==> config.mk <==
export PLATFORM = sky130hd
export DESIGN_NAME = pq_sorter
export DESIGN_NICKNAME = d
export VERILOG_FILES = /design/src/rtl/pq_pkg.sv /design/src/rtl/pq_cell.sv /design/src/rtl/pq_occupancy.sv /design/src/rtl/pq_out_stage.sv /design/src/rtl/pq_sorter.sv
export SDC_FILE = /design/constraint.sdc
export NUM_CORES = 2
export LEC_CHECK = 0
export BUFFER_PORTS_ARGS = -buffer_cell sky130_fd_sc_hd__buf_2
export CORE_MARGIN = 8
export CORE_UTILIZATION = 45
export DETAILED_ROUTE_END_ITERATION = 10
export PLACE_DENSITY = 0.63
export SYNTH_ARGS = -nofsm -noshare
export SYNTH_HDL_FRONTEND = slang
export SYNTH_HIERARCHICAL = 1
export SYNTH_SLANG_ARGS = --single-unit
==> constraint.sdc <==
create_clock -name clk -period 4.4 [get_ports clk]
set_input_delay 0.22 -clock clk [delete_from_list [all_inputs] [get_ports clk]]
set_output_delay 0.22 -clock clk [all_outputs]
set_load 0.05 [all_outputs]
==> src/rtl/pq_pkg.sv <==
package pq_pkg;

  // A cell gives up its place to an incoming key when it is empty or
  // when its key is strictly larger. A key equal to the stored one is
  // placed behind it, so equal keys keep their arrival order.
  function automatic logic displaces(input logic       stored_valid,
                                     input logic [7:0] stored_key,
                                     input logic [7:0] incoming_key);
    return (!stored_valid) || (stored_key > incoming_key);
  endfunction

  // Next occupancy value, given the insert and drain events of a cycle.
  function automatic int unsigned next_count(input int unsigned cur,
                                             input logic        ins,
                                             input logic        drn);
    if (drn)      return cur - 1;
    else if (ins) return cur + 1;
    else          return cur;
  endfunction

endpackage

==> src/rtl/pq_cell.sv <==
module pq_cell #(
  parameter int KEY_W = 8
) (
  input  logic             clk,
  input  logic             rst_n,
  input  logic             ins_en,
  input  logic             drn_en,
  input  logic [KEY_W-1:0] new_key,
  input  logic             prev_take,
  input  logic             prev_valid,
  input  logic [KEY_W-1:0] prev_key,
  input  logic             next_valid,
  input  logic [KEY_W-1:0] next_key,
  output logic             take,
  output logic             cell_valid,
  output logic [KEY_W-1:0] cell_key
);

  logic [7:0] cmp_stored;
  logic [7:0] cmp_new;

  assign cmp_stored = 8'(cell_key);
  assign cmp_new    = 8'(new_key);
  assign take       = pq_pkg::displaces(cell_valid, cmp_stored, cmp_new);

  always_ff @(posedge clk) begin
    if (!rst_n) begin
      cell_valid <= 1'b0;
      cell_key   <= '0;
    end else if (drn_en) begin
      cell_valid <= next_valid;
      cell_key   <= next_key;
    end else if (ins_en && take) begin
      if (prev_take) begin
        cell_valid <= prev_valid;
        cell_key   <= prev_key;
      end else begin
        cell_valid <= 1'b1;
        cell_key   <= new_key;
      end
    end
  end

endmodule

==> src/rtl/pq_occupancy.sv <==
module pq_occupancy #(
  parameter int DEPTH   = 48,
  parameter int COUNT_W = $clog2(DEPTH + 1)
) (
  input  logic               clk,
  input  logic               rst_n,
  input  logic               ins_fire,
  input  logic               drn_fire,
  output logic [COUNT_W-1:0] count,
  output logic               full,
  output logic               empty
);

  always_ff @(posedge clk) begin
    if (!rst_n) count <= '0;
    else        count <= COUNT_W'(pq_pkg::next_count(32'(count), ins_fire, drn_fire));
  end

  assign full  = (count == COUNT_W'(DEPTH));
  assign empty = (count == '0);

endmodule

==> src/rtl/pq_out_stage.sv <==
module pq_out_stage #(
  parameter int KEY_W = 8
) (
  input  logic             clk,
  input  logic             rst_n,
  input  logic             drn_fire,
  input  logic [KEY_W-1:0] head_key,
  output logic             out_valid,
  output logic [KEY_W-1:0] out_key
);

  always_ff @(posedge clk) begin
    if (!rst_n) begin
      out_valid <= 1'b0;
      out_key   <= '0;
    end else begin
      out_valid <= drn_fire;
      if (drn_fire) out_key <= head_key;
    end
  end

endmodule

==> src/rtl/pq_sorter.sv <==
module pq_sorter #(
  parameter int KEY_W   = 8,
  parameter int DEPTH   = 48,
  parameter int COUNT_W = $clog2(DEPTH + 1)
) (
  input  logic               clk,
  input  logic               rst_n,
  input  logic               in_valid,
  input  logic [KEY_W-1:0]   in_key,
  input  logic               drain,
  output logic               out_valid,
  output logic [KEY_W-1:0]   out_key,
  output logic               full,
  output logic               empty,
  output logic [COUNT_W-1:0] count
);

  // Named internal events, brought out for the checker
  logic ins_fire;
  logic drn_fire;
  logic ins_refused;

  logic [DEPTH-1:0]            cell_valid;
  logic [DEPTH-1:0]            take_vec;
  logic [DEPTH-1:0][KEY_W-1:0] cell_key;

  logic [DEPTH-1:0]            prev_take_vec;
  logic [DEPTH-1:0]            prev_valid_vec;
  logic [DEPTH-1:0][KEY_W-1:0] prev_key_vec;
  logic [DEPTH-1:0]            next_valid_vec;
  logic [DEPTH-1:0][KEY_W-1:0] next_key_vec;

  assign drn_fire    = drain && !empty;
  assign ins_fire    = in_valid && !drain && !full;
  assign ins_refused = in_valid && !drain && full;

  // Neighbour wiring: toward the output end (index 0) and away from it
  assign prev_take_vec  = {take_vec[DEPTH-2:0], 1'b0};
  assign prev_valid_vec = {cell_valid[DEPTH-2:0], 1'b0};
  assign prev_key_vec   = {cell_key[DEPTH-2:0], {KEY_W{1'b0}}};
  assign next_valid_vec = {1'b0, cell_valid[DEPTH-1:1]};
  assign next_key_vec   = {{KEY_W{1'b0}}, cell_key[DEPTH-1:1]};

  for (genvar i = 0; i < DEPTH; i++) begin : g_cell
    pq_cell #(.KEY_W(KEY_W)) u_cell (
      .clk        (clk),
      .rst_n      (rst_n),
      .ins_en     (ins_fire),
      .drn_en     (drn_fire),
      .new_key    (in_key),
      .prev_take  (prev_take_vec[i]),
      .prev_valid (prev_valid_vec[i]),
      .prev_key   (prev_key_vec[i]),
      .next_valid (next_valid_vec[i]),
      .next_key   (next_key_vec[i]),
      .take       (take_vec[i]),
      .cell_valid (cell_valid[i]),
      .cell_key   (cell_key[i])
    );
  end

  pq_occupancy #(.DEPTH(DEPTH), .COUNT_W(COUNT_W)) u_occ (
    .clk      (clk),
    .rst_n    (rst_n),
    .ins_fire (ins_fire),
    .drn_fire (drn_fire),
    .count    (count),
    .full     (full),
    .empty    (empty)
  );

  pq_out_stage #(.KEY_W(KEY_W)) u_out (
    .clk       (clk),
    .rst_n     (rst_n),
    .drn_fire  (drn_fire),
    .head_key  (cell_key[0]),
    .out_valid (out_valid),
    .out_key   (out_key)
  );

endmodule

## Yosys cells after proc, flatten, opt, wreduce, memory -nomap -nowiden

Cells that the tools add are included.

- $add $sub $neg: 2
- Magnitude comparators: 48
- Equal/unequal tests: 1
- Mux-type cells: 284
- Bitwise logic cells: 1
- Reduce and logical (&&, ||, !) cells: 200

Operators by type and width:

| kind | number |
|---|---|
| 8-bit 2-to-1 mux | 141 |
| 8-bit > comparator | 48 |
| 1-bit 2-to-1 mux | 141 |
| 2-bit nonzero test | 48 |
| 1-bit logical AND | 51 |
| 1-bit logical NOT | 51 |
| 1-bit logical OR | 48 |
| 6-bit 2-to-1 mux | 2 |
| 6-bit by 1-bit adder with 6-bit output, second input constant | 1 |
| 6-bit equality test, second input constant | 1 |
| 6-bit logical NOT | 1 |
| 6-bit by 1-bit subtractor with 6-bit output, second input constant | 1 |
| 2-bit OR reduction | 1 |
| 1-bit NOT | 1 |

- Bits in registers: 447
- Bits of input ports: 12
- Output and inout port bits: 17
- Word-level logic and storage cells: 635

## Depth between registers and ports, before layout

- Depth in word-level cells: 6
- Mapped depth: 13
- Depth with buffers taken out: 11

## Cells and area by module

The synthesis kept the hierarchy.

By module, submodules not included:

| module | times used | cells an instance | area each (um^2) |
|---|---|---|---|
| pq_cell | 48 | 92 | 757.0 |
| pq_occupancy | 1 | 53 | 452.9 |
| pq_out_stage | 1 | 27 | 329.1 |
| pq_sorter | 1 | 3 | 25.0 |

## Least setup slack after synthesis

Ideal clock, no wire load.

- Kind: reg2reg
- Start: register u_occ.count[0]
- End: register u_occ.count[4]
- Arrival: 4.579 ns
- Setup slack: -0.242 ns
- Cell stages (with the launch flop): 9
- Buffers on the path: 0
- Cell sequence: dfxtp_1 -> or4_1 -> nor3_1 -> and2b_2 -> ha_1 -> nor2b_4 -> o21a_1 -> or4_1 -> nand3_1

- Cells in the longest elaborated chain, start to end: 4

Ends and longest elaborated chain:

| item | RTL line | text |
|---|---|---|
| from (decl) | pq_occupancy.sv:9 | `output logic [COUNT_W-1:0] count,` |
| from (signal assigned) | pq_occupancy.sv:16 | `else count <= COUNT_W'(pq_pkg::next_count(32'(count), ins_fire, drn_fire));` |
| 6-bit logical NOT * | pq_occupancy.sv:20 | `assign empty = (count == '0);` |
| via empty | pq_sorter.sv:14 | `output logic empty,` |
| 1-bit logical NOT * | pq_sorter.sv:33 | `assign drn_fire = drain && !empty;` |
| 1-bit logical AND * | pq_sorter.sv:33 |  |
| via drn_fire | pq_sorter.sv:20 | `logic drn_fire;` |
| 6-bit 2-to-1 mux / 2-bit nonzero test (equally long branches) | - |  |

The timed path passes the listed nets; every way through them passes the cells marked *. The select of a mux whose other input is x is not followed.
A chain may end at the register's enable or synchronous reset.

## Worst setup path in the final report

- Start: register u_occ.count[0]
- End: register g_cell[3].u_cell.cell_key[6]

RTL lines:

| item | RTL line | text |
|---|---|---|
| 6-bit logical NOT * | pq_occupancy.sv:20 |  |
| 1-bit logical NOT * | pq_sorter.sv:33 |  |
| 1-bit logical AND * | pq_sorter.sv:33 |  |
| via drn_fire | pq_sorter.sv:20 |  |
| 8-bit 2-to-1 mux / 2-bit nonzero test (equally long branches) | - |  |
| to (signal assigned) | pq_cell.sv:32 | `cell_key <= next_key;` |
| to (signal assigned) | pq_cell.sv:36 | `cell_key <= prev_key;` |
| to (signal assigned) | pq_cell.sv:39 | `cell_key <= new_key;` |
| to (decl) | pq_cell.sv:16 | `output logic [KEY_W-1:0] cell_key` |

The timed path passes the listed nets; every way through them passes the cells marked *.

==> flow_metrics.py <==
metrics = {
    "placed_design": {
        "io_buffers": 28,
        "place_area_sq_um": 38150,
        "dpl.cell_count": 5428,
        "gp_congestion": 0.8444,
        "place.detailed.hpwl_um": 70880,
    },
    "finish": {
        "layout.cells.non_filler": 5527,
        "syn2layout_area_growth_pct": 7.797,
        "mostFrequentLayoutCell": "nand2_1",
        "final_cell_area_sq_um": 40030,
        "final_cell_mix": "nand2_1 (914), o211ai_1 (720), mux2i_1 (488)",
        "drive_gt1_share_pct": 10.34,
        "nNetsFinal": 4816,
        "num_antenna_cells": 0,
    },
    "routing": {
        "wirelength_um": 101500,
        "first_iter_violations": 2017,
        "wl_per_cell_um": 18.36,
        "ant_nets": 0,
        "vias_per_cell": 5.819,
        "drc": 0,
        "via_count": 32162,
        "first_pass_iters": 5,
    },
    "setup_path": {
        "reg2reg_depth": 8,
        "start_kind": "flop",
        "reg2reg_to": "g_cell[3].u_cell/cell_key[6]",
        "worstSetupPathType": "flop to flop",
        "setup.worst_path.start": "u_occ/count[0]",
        "required_ns": 4.94,
        "critPathMaxFanout": 33,
        "crit_end": "g_cell[3].u_cell/cell_key[6]",
        "timing.rr.start": "u_occ/count[0]",
        "cp-end-kind": "flop",
        "regToRegSetupSlack_ns": 0.90,
        "worstPathArrival_ns": 4.04,
    },
    "global_routing": {
        "met1_usage_pct": 29.09,
        "grt_max_degree": 135,
        "grt_antenna_before_repair": 0,
        "overflow": 0,
        "grt_pass1_vias": 30832,
        "grt.total_usage_pct": 21.44,
        "grt_pass1_wl_um": 165500,
        "met3_usage_pct": 2.226,
        "busiest_layer": "met2",
        "grt_util_met2_pct": 36.18,
    },
    "sta": {
        "fmax_mhz": 285.4,
        "min_period_ns": 3.504,
        "maxSlewViolCount": 0,
        "tightestPinTransition_ns": 1.074,
        "hold_viol": 0,
        "setup_viol": 0,
        "skew_ns": 0.02890,
        "fin_setup_tns_ns": 0,
        "rsz0062_at_grt": "false",
        "holdWs_ns": 0.1675,
        "period_share_pct": 79.64,
        "slew_headroom_pct": 28.40,
    },
    "floorplanning": {
        "io_pins": 29,
        "core_area_sq_um": 81850,
        "fp.dieH_um": 303.3,
        "start_util_pct": 45.37,
        "dieArea_sq_um": 91970,
        "rows": 105,
        "die_x_um": 303.3,
    },
    "clock_network": {
        "root_buffer": "clkbuf_16",
        "tritoncts": "done",
        "cts.sinks": 447,
        "htree_levels": 2,
        "ctsResizeCount": 0,
        "insertion_delay_ns": 0.62,
        "cts_buffers": 55,
        "clk_pin_slew_ns": 0.06,
        "postCtsHoldBufs": 0,
        "post_cts_buffers": 0,
        "cts_buffer_depth": 3,
    },
    "pwr": {
        "ir_worst_vdd_uv": 354.5,
        "power_leakage_nw": 17.16,
        "power_density_nw_per_um2": 696.6,
    },
    "synth": {
        "postSynthAreaPerCell_sq_um": 8.257,
        "syn_area_sq_um": 37130,
        "ys_warn_count": 6,
        "syn_inst": 4497,
    },
    "hold_path": {
        "hp-class": "primary input to flop",
        "worstHoldStart": "rst_n",
    },
    "job": {
        "cap_viol_max_count": 0,
    },
    "run_status": {
        "status": "completed",
    },
}
per-stage QoR:
step	power, mW	setup WS [ns]	utilization [%]
after global routing	30.07	0.7061	48.91
after global placement	22.78	1.010	46.61
after floorplan	19.63	0.2090	-
after CTS	27.95	0.8972	48.91
after detailed placement	23.06	0.9299	46.61
final	27.88	0.8960	48.91
sequential cells by signal (all words and copies together) (netlist names):
register and cells:
u_out/out_valid 1, g_cell.u_cell/cell_valid 48, g_cell.u_cell/cell_key 384, u_out/out_key 8, u_occ/count 6
area by class of cell:
class,count,area (sq um)
clock inverters,16,274.0
inverters,483,1813
fillers,7971,41820
flip-flops and latches,447,8949
well taps,1070,1339
clock buffers,83,1603
multi-input cells,3295,24940
repair buffers,133,1116
power breakdown:
part	total [mW]	leakage [nW]	internal, mW	switching (mW)
registers	8.24	3.66	5.75	2.49
clock network	4.79	0.920	2.91	1.88
logic	14.9	12.6	6.36	8.49
total	27.9	17.2	15.0	12.9
metal layers:
layer | part of all wire, % | routed length [um]
met3 | 4.2 | 4294
met4 | 2.3 | 2315
met2 | 47 | 47390
met5 | 0 | 0
met1 | 47 | 47460
worst min-delay path by stage:
stage,cells after the start,slack [ns],endpoint
finish,3,0.17,g_cell[33].u_cell/cell_valid
global route,3,0.20,g_cell[33].u_cell/cell_valid
CTS,3,0.16,g_cell[33].u_cell/cell_key[5]
detailed placement,2,0.49,g_cell[47].u_cell/cell_key[2]
global placement,2,0.48,g_cell[47].u_cell/cell_key[2]
floorplan,1,0.35,u_out/out_key[0]
critical path, cell delays in order, from the launching register on:
cell      delay (ns)
dfxtp_1         0.35
or4_1           0.57
nor3_2          0.14
and2b_4         0.42
buf_4           0.35
clkinv_1        0.30
nand2_1         0.11
o32ai_2         0.85
mux2i_1         0.28
No activity file was read; power rests on OpenSTA's default activity.
